File: config.mk
export PLATFORM = sky130hd
export DESIGN_NAME = gpio_lvlirq
export DESIGN_NICKNAME = d
export VERILOG_FILES = /design/src/rtl/gpio_lvlirq_pkg.sv /design/src/rtl/gpio_sync.sv /design/src/rtl/gpio_pinmux.sv /design/src/rtl/gpio_flags.sv /design/src/rtl/gpio_lvlirq.sv
export SDC_FILE = /design/constraint.sdc
export NUM_CORES = 1
export LEC_CHECK = 0
export ABC_AREA = 1
export BUFFER_PORTS_ARGS = -buffer_cell sky130_fd_sc_hd__buf_4
export CORE_MARGIN = 2
export CORE_UTILIZATION = 60
export DETAILED_ROUTE_END_ITERATION = 7
export HOLD_SLACK_MARGIN = 0.08
export PLACE_DENSITY = 0.89
export SLEW_MARGIN = 5
export SYNTH_ARGS = -nofsm -noshare
export SYNTH_HDL_FRONTEND = slang
export SYNTH_HIERARCHICAL = 1
export SYNTH_SLANG_ARGS = --single-unit
File: constraint.sdc
create_clock -name clk -period 4.3 [get_ports clk]
set_input_delay 0.86 -clock clk [delete_from_list [all_inputs] [get_ports clk]]
set_output_delay 0.86 -clock clk [all_outputs]
set_load 0.1 [all_outputs]
File: src/rtl/gpio_lvlirq_pkg.sv
package gpio_lvlirq_pkg;

  localparam int unsigned REG_ADDR_W = 3;

  typedef enum logic [REG_ADDR_W-1:0] {
    REG_FUNC  = 3'd0,
    REG_DIR   = 3'd1,
    REG_DATA  = 3'd2,
    REG_LEVEL = 3'd3,
    REG_FLAG  = 3'd4,
    REG_ROUTE = 3'd5
  } reg_sel_e;

endpackage

File: src/rtl/gpio_sync.sv
module gpio_sync #(
  parameter int unsigned WIDTH  = 32,
  parameter int unsigned STAGES = 2
) (
  input  logic             clk,
  input  logic             rst_n,
  input  logic [WIDTH-1:0] async_in,
  output logic [WIDTH-1:0] sync_out
);

  logic [STAGES-1:0][WIDTH-1:0] chain_q;

  always_ff @(posedge clk or negedge rst_n) begin
    if (!rst_n) begin
      chain_q <= '0;
    end else begin
      chain_q <= {chain_q[STAGES-2:0], async_in};
    end
  end

  assign sync_out = chain_q[STAGES-1];

endmodule

File: src/rtl/gpio_pinmux.sv
module gpio_pinmux #(
  parameter int unsigned WIDTH = 32
) (
  input  logic [WIDTH-1:0] use_alt,
  input  logic [WIDTH-1:0] sw_out,
  input  logic [WIDTH-1:0] sw_oe,
  input  logic [WIDTH-1:0] alt_out,
  input  logic [WIDTH-1:0] alt_oe,
  output logic [WIDTH-1:0] pad_out,
  output logic [WIDTH-1:0] pad_oe
);

  for (genvar i = 0; i < WIDTH; i++) begin : g_pin
    assign pad_out[i] = use_alt[i] ? alt_out[i] : sw_out[i];
    assign pad_oe[i]  = use_alt[i] ? alt_oe[i]  : sw_oe[i];
  end

endmodule

File: src/rtl/gpio_flags.sv
module gpio_flags #(
  parameter int unsigned WIDTH = 32
) (
  input  logic             clk,
  input  logic             rst_n,
  input  logic [WIDTH-1:0] pin_sync,
  input  logic [WIDTH-1:0] level,
  input  logic [WIDTH-1:0] clr_mask,
  output logic [WIDTH-1:0] match_vec,
  output logic [WIDTH-1:0] flag_q
);

  function automatic logic [WIDTH-1:0] level_hit(input logic [WIDTH-1:0] pins,
                                                 input logic [WIDTH-1:0] lvl);
    return ~(pins ^ lvl);
  endfunction

  assign match_vec = level_hit(pin_sync, level);

  // a match in the same cycle overrides a clear
  always_ff @(posedge clk or negedge rst_n) begin
    if (!rst_n) begin
      flag_q <= '0;
    end else begin
      flag_q <= (flag_q & ~clr_mask) | match_vec;
    end
  end

endmodule

File: src/rtl/gpio_lvlirq.sv
module gpio_lvlirq
  import gpio_lvlirq_pkg::*;
#(
  parameter int unsigned NUM_PINS    = 32,
  parameter int unsigned SYNC_STAGES = 2
) (
  input  logic                  clk,
  input  logic                  rst_n,
  input  logic [REG_ADDR_W-1:0] bus_addr,
  input  logic                  bus_we,
  input  logic [NUM_PINS-1:0]   bus_wdata,
  output logic [NUM_PINS-1:0]   bus_rdata,
  input  logic [NUM_PINS-1:0]   pad_in,
  output logic [NUM_PINS-1:0]   pad_out,
  output logic [NUM_PINS-1:0]   pad_oe,
  input  logic [NUM_PINS-1:0]   alt_out,
  input  logic [NUM_PINS-1:0]   alt_oe,
  output logic [NUM_PINS-1:0]   alt_in,
  output logic                  irq,
  output logic                  nmi
);

  function automatic logic any_routed(input logic [NUM_PINS-1:0] flags,
                                      input logic [NUM_PINS-1:0] mask);
    return |(flags & mask);
  endfunction

  reg_sel_e            sel;
  logic [NUM_PINS-1:0] func_q, dir_q, data_q, level_q, route_q;
  logic [NUM_PINS-1:0] pin_sync;
  logic [NUM_PINS-1:0] match_vec;
  logic [NUM_PINS-1:0] clr_mask;
  logic [NUM_PINS-1:0] flag_q;
  logic                wr_func, wr_dir, wr_data, wr_level, wr_flag, wr_route;

  assign sel      = reg_sel_e'(bus_addr);
  assign wr_func  = bus_we && (sel == REG_FUNC);
  assign wr_dir   = bus_we && (sel == REG_DIR);
  assign wr_data  = bus_we && (sel == REG_DATA);
  assign wr_level = bus_we && (sel == REG_LEVEL);
  assign wr_flag  = bus_we && (sel == REG_FLAG);
  assign wr_route = bus_we && (sel == REG_ROUTE);
  assign clr_mask = wr_flag ? bus_wdata : '0;

  always_ff @(posedge clk or negedge rst_n) begin
    if (!rst_n) begin
      func_q  <= '0;
      dir_q   <= '0;
      data_q  <= '0;
      level_q <= '0;
      route_q <= '0;
    end else begin
      if (wr_func)  func_q  <= bus_wdata;
      if (wr_dir)   dir_q   <= bus_wdata;
      if (wr_data)  data_q  <= bus_wdata;
      if (wr_level) level_q <= bus_wdata;
      if (wr_route) route_q <= bus_wdata;
    end
  end

  gpio_sync #(.WIDTH(NUM_PINS), .STAGES(SYNC_STAGES)) u_sync (
    .clk      (clk),
    .rst_n    (rst_n),
    .async_in (pad_in),
    .sync_out (pin_sync)
  );

  gpio_pinmux #(.WIDTH(NUM_PINS)) u_mux (
    .use_alt (func_q),
    .sw_out  (data_q),
    .sw_oe   (dir_q),
    .alt_out (alt_out),
    .alt_oe  (alt_oe),
    .pad_out (pad_out),
    .pad_oe  (pad_oe)
  );

  gpio_flags #(.WIDTH(NUM_PINS)) u_flags (
    .clk       (clk),
    .rst_n     (rst_n),
    .pin_sync  (pin_sync),
    .level     (level_q),
    .clr_mask  (clr_mask),
    .match_vec (match_vec),
    .flag_q    (flag_q)
  );

  always_comb begin
    case (sel)
      REG_FUNC:  bus_rdata = func_q;
      REG_DIR:   bus_rdata = dir_q;
      REG_DATA:  bus_rdata = pin_sync;
      REG_LEVEL: bus_rdata = level_q;
      REG_FLAG:  bus_rdata = flag_q;
      REG_ROUTE: bus_rdata = route_q;
      default:   bus_rdata = '0;
    endcase
  end

  assign alt_in = pin_sync;
  assign nmi    = any_routed(flag_q, route_q);
  assign irq    = any_routed(flag_q, ~route_q);

endmodule

# Word level (Yosys, flattened, before mapping)

Cells that the tools add are included.

Register bits after elaboration: 256
Bits in latches: 0
Bits in writable memories: 0
Bits in read-only memories: 0
Input port bits: 134
Output and inout bits: 130
Logic and storage cells: 96
Memories kept: 0

$add $sub $neg: 0
Multiply operators: 0
Div/mod/pow operators: 0
$lt $le $gt $ge: 0
Equality and inequality tests: 5
Shift-type cells: 0
Muxes and demuxes: 66
Bitwise logic cells: 8
Reductions and logical operators: 9

Operator list:

| kind                                                | count |
|---|---|
| case mux 32 bit (6 select lines)                    | 1 |
| bitwise AND 32 bit                                  | 3 |
| NOT 32 bit                                          | 3 |
| two-way mux 1 bit                                   | 64 |
| OR reduction 32 bit                                 | 2 |
| two-way mux 32 bit                                  | 1 |
| OR 32 bit                                           | 1 |
| XOR 32 bit                                          | 1 |
| equality test 3 x 2 -> 1 bit, second input constant | 2 |
| equality test 3 bit, second input constant          | 2 |
| logical AND 1 bit                                   | 6 |
| equality test 3 x 1 -> 1 bit, second input constant | 1 |
| logical NOT 3 bit                                   | 1 |

# Logic depth before layout (Yosys ltp)

Gate-level depths: netlist of run 1.

Word-level depth: 6
Gate-level depth with buffers: 10
Gate-level depth less buffers: 8

# Modules after synthesis

The synthesis of run 1 kept the hierarchy.

Modules (own cells, without submodules):

| module      | instances | cells each | area an instance (µm²) |
|---|---|---|---|
| gpio_lvlirq | 1         | 1,133      | 8,010.2 |
| gpio_flags  | 1         | 288        | 2,042.0 |
| gpio_sync   | 1         | 96         | 1,841.8 |
| gpio_pinmux | 1         | 224        | 840.8 |

# Least setup slack after synthesis of run 1

OpenSTA, ideal clock, no wires.

Path kind: input to output
Start: in bus_addr[2]
End: out bus_rdata[10]
Arrival time: 2,483 ps
Path slack: 957 ps
Stages on the path: 7
Buffers on the path: 2
Cell sequence: buf_2 -> nor3_2 -> clkbuf_1 -> nand2_1 -> nand2_1 -> nor2_1 -> nand2_1

Longest elaborated chain between the ends: 2
Elaborated cells between the ends (all ways): 7
Classes of those cells: eq/ne: 5; mux: 1; reduce/logical: 1

RTL lines:

| item                                              | line              | source |
|---|---|---|
| start, declared                                   | gpio_lvlirq.sv:9  | `input logic [REG_ADDR_W-1:0] bus_addr,` |
| equality test 3 bit, or another cell as far along | gpio_lvlirq.sv:89 | `case (sel)` |
| case mux 32 bit (6 select lines) *                | gpio_lvlirq.sv:89 |  |
| end, declared                                     | gpio_lvlirq.sv:12 | `output logic [NUM_PINS-1:0] bus_rdata,` |

Mark *: on every way between the ends. The rest lies on a longest branch, timed or not.

# Worst setup path in the final report of run 1

Start: in bus_addr[2]
End: out bus_rdata[17]

Same word-level chain as after synthesis.

==> results.toml, run 1 <==
[setup_path]
required_ns = 3.44
cp.arrival_ns = 2.66
r2r-start = "dir_q[9]"
cp_max_fo = 22
cp-start-kind = "input pin"
critPathKind = "input pin to output port"
critPathLaunch = "bus_addr[2]"
cp-end-kind = "output port"

[clock_tree]
cts_buffers = 26
cts-hold-fix-buffers = 0
cts_max_path_buffers = 3
post_cts_buffers = 0
cts_tree = "yes"
cts_resized = 0
root_buffer = "clkbuf_16"
clkTransAtPathRegs_ns = 0.06
clock-sinks = 256
cts.htree.levels = 1
clk_latency_ns = 0.54

[floorplan]
dieWidth_um = 149
initial_core_util_pct = 60.6
core_area_mm2 = 0.0208
pin_count = 264
die_height_um = 149
placementRows = 53
die_area_mm2 = 0.0222

[timing]
period_needed_ns = 3.52
fin_crit_sh_pct = 81.7
hold_viol = 0
rsz0062_at_grt = "false"
max_freq_ghz = 0.284
setup_violations = 0
drv_slew = 0
tns_ns = 0
worst_pin_slew_ns = 1.22
timing.slew.headroom_pct = 18.1
skew_ns = 0.00965

[grt]
grt_pass1_vias = 11200
grt_overflow = 0
grt_pass1_wl_um = 55600
grt_max_degree = 147
antenna_found_initial = 1
grtUsageTotal_pct = 31.4

[place]
place_inst = 2176
port_buffers = 263
dp_hpwl_um = 23300
gp_congestion = 0.817

[drt]
via_per_inst = 5.22
dr_total_vias = 11600
drtAntennaViolNets = 0
drt_iter0_drc = 838
wl_um = 34800
dr.pass1.iters = 5
wl_per_cell_um = 15.6
drc = 0

[power_and_ir_drop]
power_switching_mw = 3.54
p_leak_nw = 8.64
vdd_drop_max_mv = 0.424
p_seq_share_pct = 37.1
combPwrFrac_pct = 35.2
power_mw = 8.27
power_density_mw_per_mm2 = 533
switching_share_pct = 42.8
internal_power_mw = 4.74
clockPowerShare_pct = 27.7

[layout]
areaGrowthSynthToFinish_pct = 23.1
fillCellCount = 1519
drive_gt1_share_pct = 20.6
register_area_mm2 = 0.00641
multi_input_area_mm2 = 0.00490
nNetsFinal = 2063
fin_cells = 2224
antennaDiodeCount = 0

[yosys]
yosys_warnings = 6
synthCells = 1709
synth_area_per_cell_um2 = 7.38
synth_fp_nets = 1843
synth_area_mm2 = 0.0126

[run_status]
outcome = "finished clean"

[job]
maxCapViolCount = 0

[min_path]
hold_class = "flip-flop to flip-flop"
min-delay-start = "u_sync/chain_q[5]"
-- cell type report --
class | count | area share [%]
Clock inverter | 12 | 0.798
Clock buffer | 36 | 4.82
Inverter | 227 | 5.49
Timing Repair Buffer | 280 | 13.8
Multi-Input combinational cell | 1138 | 31.6
Tap cell | 275 | 2.22
Sequential cell | 256 | 41.3
-- flip-flops by register name (all words and copies together) (netlist names) --
signal / cells
func_q: 32
u_flags/flag_q: 32
route_q: 32
data_q: 32
dir_q: 32
u_sync/sync_out: 32
level_q: 32
u_sync/chain_q: 32
-- per-stage QoR --
step	worst slack [ns]	instance area (um^2)	util, %	hold slack [ns]
6_report	0.785	15500	74.5	0.347
5_1_grt	0.667	15500	74.5	0.353
4_1_cts	0.821	15500	74.5	0.348
3_5_place_dp	0.843	14700	70.4	0.335
3_3_place_gp	0.867	14700	70.4	0.331
2_1_floorplan	0.957	12600	-	0.331
-- final timing paths --
path                            depth (start not counted)                  end  slack, ns
worst max-delay path                                    8        bus_rdata[17]       0.78
worst min-delay path                                    0   u_sync/sync_out[5]       0.35
worst max register to register                          2             dir_q[9]       3.44
worst min register to register                          0   u_sync/sync_out[5]       0.35
max in group asynchronous                               2            dir_q[25]       2.90
min in group asynchronous                               1  u_sync/sync_out[18]       0.48
-- routing by layer --
| layer | GRT usage, % | vias up | part of all wire, % |
|---|---|---|---|
| met5 | 0 | - | 0.055 |
| met4 | 9.90 | 2 | 3.0 |
| met2 | 54.5 | 486 | 50 |
| li1 | - | 5581 | - |
| met3 | 6.02 | 84 | 8.1 |
| met1 | 40.1 | 5453 | 39 |
-- worst max-delay path: stages --
cell	delay, ns
buf_4	0.23
nor3_4	0.57
buf_4	0.40
nand2_1	0.09
nand2_1	0.07
nor2_1	0.04
nand2_1	0.08
buf_4	0.30
-- power by group through the flow --
stage	logic [mW]	clock network, mW	registers, mW
floorplan	2.30	0	2.99
global placement	2.84	0	3.08
detailed placement	2.90	0	3.09
CTS	2.92	2.31	3.06
global route	3.09	2.41	3.12
finish	2.91	2.30	3.07
-- placed cells by master (no fill, tap or decap) --
cell type	count
nor2_4	2
nand2_2	36
nand3_2	33
buf_4	276
buf_12	3
nor3_4	3
dfrtp_1	256
clkinv_8	1
clkbuf_16	26
a21oi_1	20
clkinvlp_4	1
nand2_1	736
o21ai_1	38
clkinv_2	8
inv_1	224
o21ai_0	128
nand3_1	38
buf_8	1
bufinv_16	2
clkbuf_8	6
nor2_1	104
clkbuf_1	4
inv_2	3
(Power assumes the default switching activity.)
==> run 2: changes to the inputs <==
--- a/config.mk
+++ b/config.mk
@@ -8,10 +8,10 @@
 export ABC_AREA = 1
 export BUFFER_PORTS_ARGS = -buffer_cell sky130_fd_sc_hd__buf_4
 export CORE_MARGIN = 2
-export CORE_UTILIZATION = 60
+export CORE_UTILIZATION = 50
 export DETAILED_ROUTE_END_ITERATION = 7
 export HOLD_SLACK_MARGIN = 0.08
-export PLACE_DENSITY = 0.89
+export PLACE_DENSITY = 0.8
 export SLEW_MARGIN = 5
 export SYNTH_ARGS = -nofsm -noshare
 export SYNTH_HDL_FRONTEND = slang
==> constraint.sdc (replaced) <==
create_clock -name clk -period 3.2 [get_ports clk]
set_input_delay 0.64 -clock clk [delete_from_list [all_inputs] [get_ports clk]]
set_output_delay 0.64 -clock clk [all_outputs]
set_load 0.1 [all_outputs]
==> run 2 against run 1 <==
Compared with the run above:
- register-to-register slack worse by 1.0 ns
- core utilization fell by 11 points
- final area grew 2.4%
- non-clock buffer count is 14 higher
- final cell count rose by 3.2%
- combinational power up 34%
- critical path depth is 1 higher
- clock power increased by 55%
- critical path type unchanged
==> results.toml, run 2 (synthesis results as in run 1) <==
[timing]
setup_slack_ns = 0.333
max_freq_ghz = 0.349
fin_crit_sh_pct = 89.6
hold_ws_ns = 0.0998
setup_violations = 0
tns_ns = 0
timing.slew.headroom_pct = 48.0
hold_viol = 0
worst_pin_slew_ns = 0.780
skew_ns = 0.00725
drv_slew = 0
rsz0062_at_grt = "false"
period_needed_ns = 2.87

[floorplan]
initial_core_util_pct = 50.5
pin_count = 264
placementRows = 58
dieWidth_um = 163
die_area_mm2 = 0.0265
die_height_um = 163
core_area_mm2 = 0.0250

[drt]
dr_total_vias = 11300
dr.pass1.iters = 5
drc = 0
via_per_inst = 4.93
drtAntennaViolNets = 0
drt_iter0_drc = 681
wl_per_cell_um = 15.0
wl_um = 34400

[setup_path]
cp_max_fo = 14
r2r_cells = 2
r2r-start = "func_q[25]"
required_ns = 2.56
critPathKind = "input pin to output port"
cp-start-kind = "input pin"
cp-end-kind = "output port"
cp.arrival_ns = 2.23
worstReg2RegEnd = "func_q[25]"
r2r_setup_slack_ns = 2.41

[place]
port_buffers = 263
dpl-instance-area_mm2 = 0.0149
dp_hpwl_um = 24100
gp_congestion = 0.820
place_ws_ns = 0.373

[clock_tree]
root_buffer = "clkbuf_16"
clock-sinks = 256
cts-hold-fix-buffers = 0
post_cts_buffers = 0
cts_resized = 0
cts.htree.levels = 1
cts_max_path_buffers = 3
clkTransAtPathRegs_ns = 0.06
cts_tree = "yes"
cts_buffers = 28
clk_latency_ns = 0.55

[layout]
multi_input_area_mm2 = 0.00490
areaGrowthSynthToFinish_pct = 26.0
antennaDiodeCount = 0
fillCellCount = 2112
register_area_mm2 = 0.00641
layout_common_cells = "nand2_1, buf_4, dfrtp_1, inv_1, o21ai_0"
fin_area_mm2 = 0.0159
final_common_cell = "nand2_1"
drive_gt1_share_pct = 21.3
nNetsFinal = 2079

[grt]
grt_pass1_wl_um = 54800
grt_overflow = 0
use_met1_pct = 33.6
use_met3_pct = 3.95
grtUsageTotal_pct = 25.9
met2_usage_pct = 45.0
grt_max_degree = 94
grt_pass1_vias = 10800
busiest_layer = "met2"
antenna_found_initial = 0

[min_path]
hold_class = "input pin to async pin"

[power_and_ir_drop]
power_density_mw_per_mm2 = 729
p_leak_nw = 8.79
vdd_drop_max_mv = 0.519

[run_status]
outcome = "finished clean"

[job]
maxCapViolCount = 0
-- run 2: final cells by class --
type / instances / area share (%)
multi-input combinational: 1138 / 30.8
clock buffer: 37 / 5.07
clock inverter: 14 / 1.44
sequential: 256 / 40.3
inverter: 227 / 5.36
tap: 330 / 2.60
timing repair buffer: 294 / 14.4
-- run 2: power breakdown --
| part | total [mW] | internal, mW | switching (mW) | leakage, nW |
|---|---|---|---|---|
| logic | 3.91 | 0.904 | 3.01 | 5.24 |
| clock network | 3.57 | 2.25 | 1.32 | 0.506 |
| registers | 4.10 | 3.68 | 0.424 | 3.05 |
| total | 11.6 | 6.83 | 4.76 | 8.79 |
-- run 2: worst max path at each step --
stage / startpoint / end / slack (ns) / cells after the start
after floorplan: bus_addr[2] / bus_rdata[10] / 0.30 / 7
after global placement: bus_addr[2] / bus_rdata[9] / 0.41 / 9
after detailed placement: bus_addr[0] / bus_rdata[7] / 0.37 / 10
after CTS: bus_addr[2] / bus_rdata[7] / 0.36 / 9
after global routing: bus_addr[1] / bus_rdata[10] / 0.20 / 10
final: bus_addr[2] / bus_rdata[29] / 0.33 / 9
-- run 2: metrics by stage --
stage / total power [mW] / instances / utilization, %
finish: 11.6 / 2296 / 63.7
global route: 12.1 / 2296 / 63.7
CTS: 11.6 / 2296 / 63.7
detailed placement: 8.05 / 2245 / 59.5
global placement: 7.97 / 2245 / 59.5
floorplan: 7.10 / 1709 / -
-- run 2: worst max-delay path, cell delays in order --
cell and delay [ns]:
buf_4 0.18, nor2_4 0.24, nand2_1 0.15, inv_2 0.41, nand2_1 0.12, nand2_1 0.09, inv_1 0.04, nand2_1 0.06
buf_4 0.28
-- run 2: layer usage --
metal	wire, um	part of all wire [%]	up-vias
li1	-	-	5604
met1	14500	42	5272
met2	16800	49	380
met3	2240	6.5	69
met4	946	2.7	0
met5	0	0	-
==> run 3: changes to the inputs <==
--- a/config.mk
+++ b/config.mk
@@ -8,10 +8,10 @@
 export ABC_AREA = 1
 export BUFFER_PORTS_ARGS = -buffer_cell sky130_fd_sc_hd__buf_4
 export CORE_MARGIN = 2
-export CORE_UTILIZATION = 50
+export CORE_UTILIZATION = 60
 export DETAILED_ROUTE_END_ITERATION = 7
 export HOLD_SLACK_MARGIN = 0.08
-export PLACE_DENSITY = 0.8
+export PLACE_DENSITY = 0.89
 export SLEW_MARGIN = 5
 export SYNTH_ARGS = -nofsm -noshare
 export SYNTH_HDL_FRONTEND = slang
==> constraint.sdc (replaced) <==
create_clock -name clk -period 3.6 [get_ports clk]
set_input_delay 0.72 -clock clk [delete_from_list [all_inputs] [get_ports clk]]
set_output_delay 0.72 -clock clk [all_outputs]
set_load 0.1 [all_outputs]
==> run 3 against run 2 <==
Compared with the run above:
- flip-flop and latch count stayed put
- setup slack improved by 0.19 ns
- critical endpoint is now bus_rdata[14]
- die area is 16% lower
- clock skew rose by 0.0011 ns
- sequential power down 11%
- worst hold slack improved by 0.11 ns
- clock-buffer cell count up 7
- critical path depth increased by 1
- power shrank 14%
- clock power is 21% lower
- critical path type unchanged
- largest cell class unchanged
- core utilization up 12 points
- final cell count decreased by 2.9%
==> results.toml, run 3 (synthesis results as in run 1) <==
[drt]
wl_per_cell_um = 15.6
dr_total_vias = 11700
via_per_inst = 5.23
dr.pass1.iters = 5
drt_iter0_drc = 926
wl_um = 34800
drtAntennaViolNets = 0
drc = 0

[setup_path]
slowest_stage = "buf_4"
cp.arrival_ns = 2.36
critPathKind = "input pin to output port"
critPathMaxStageDelay_ns = 0.32
cp-end-kind = "output port"
required_ns = 2.88
cp-start-kind = "input pin"
r2r-start = "u_sync/sync_out[23]"
crit_chain = "buf_4, inv_2, nand3_1, inv_1, buf_4, nand2_1, nand2_1, nor2_1, nand2_1, buf_4"
cp_max_fo = 23
critPathLaunch = "bus_addr[0]"

[timing]
hold_viol = 0
rsz0062_at_grt = "false"
drv_slew = 0
hold_ws_ns = 0.210
tns_ns = 0
period_needed_ns = 3.08
timing.slew.headroom_pct = 50.8
max_freq_ghz = 0.325
worst_pin_slew_ns = 0.739
fin_crit_sh_pct = 85.5
skew_ns = 0.00835
setup_violations = 0

[layout]
antennaDiodeCount = 0
drive_gt1_share_pct = 20.8
areaGrowthSynthToFinish_pct = 24.1
final_common_cell = "nand2_1"
layout_common_cells = "nand2_1, buf_4, dfrtp_1, inv_1, o21ai_0"
fin_util_pct = 75.2
nNetsFinal = 2070

[grt]
grt_pass1_wl_um = 55300
grt_pass1_vias = 11300
grt_overflow = 0
antenna_found_initial = 0
grt_max_degree = 93
grtUsageTotal_pct = 31.1

[clock_tree]
cts_buffers = 27
cts_tree = "yes"
clock-sinks = 256
clk_latency_ns = 0.53
root_buffer = "clkbuf_16"
cts.htree.levels = 1
cts-hold-fix-buffers = 0
cts_resized = 0
clkTransAtPathRegs_ns = 0.06
cts_max_path_buffers = 3
post_cts_buffers = 0

[job]
maxCapViolCount = 0

[floorplan]
placementRows = 53
pin_count = 264
core_area_mm2 = 0.0208
initial_core_util_pct = 60.6
dieWidth_um = 149
die_area_mm2 = 0.0222
die_height_um = 149

[place]
dp_hpwl_um = 23400
port_buffers = 263
gp_congestion = 0.815

[power_and_ir_drop]
p_leak_nw = 8.70
power_density_mw_per_mm2 = 637
vdd_drop_max_mv = 0.471
power_mw = 9.97

[run_status]
outcome = "finished clean"

[min_path]
hold_class = "input pin to async pin"
[run 3: changes by cell type in the layout (fill, tap and decap cells not counted), moves of 2 or more]
| cell | previous run | this run |
|---|---|---|
| buf_4 | 287 | 278 |
| clkbuf_8 | 5 | 12 |
| bufinv_16 | 6 | 1 |
| clkinv_2 | 5 | 1 |
| clkbuf_1 | 3 | 5 |
| clkbuf_16 | 29 | 27 |
| clkinvlp_4 | 2 | 0 |
[run 3: final timing paths]
kind                                            end  depth (start not counted)  slack [ns]
worst max-delay path                  bus_rdata[14]                         10        0.52
worst min-delay path                    level_q[13]                          1        0.21
worst max register to register   u_flags/flag_q[23]                          3        2.79
worst min register to register  u_sync/sync_out[11]                          0        0.35
max in group asynchronous               level_q[27]                          2        2.42
min in group clk                  u_sync/chain_q[8]                          1        0.30
[run 3: stage by stage]
stage / worst slack [ns] / std cells / cell area (um^2)
2_1_floorplan: 0.537 / 1709 / 12600
4_1_cts: 0.545 / 2230 / 15700
3_5_place_dp: 0.561 / 2182 / 14700
5_1_grt: 0.418 / 2230 / 15700
6_report: 0.520 / 2230 / 15700
3_3_place_gp: 0.573 / 2182 / 14700
[run 3: layout make-up]
type | instances | area [um^2]
sequential | 256 | 6410
fill | 1476 | 5160
multi-input combinational | 1138 | 4900
timing repair buffer | 286 | 2240
clock buffer | 44 | 860
inverter | 227 | 852
tap | 275 | 344
clock inverter | 4 | 52.6
[run 3: where the power goes]
group / total (mW) / leakage, nW / switching, mW / internal, mW
Combinational: 3.49 / 5.20 / 2.69 / 0.800
Sequential: 3.66 / 3.05 / 0.397 / 3.27
Clock: 2.81 / 0.452 / 1.12 / 1.69
[run 3: worst max-delay path: cells and delay by family]
kind,cells,cell delay [ns]
buffers and inverters,5,1.09
AND/OR/NAND/NOR,5,0.55
[run 3: layer usage]
layer	part of all wire (%)	routed length, um	global-route usage (%)
met4	2.4	844	9.10
met1	39	13600	39.9
met5	0	0	0
met3	8.8	3070	5.47
met2	50	17300	54.4
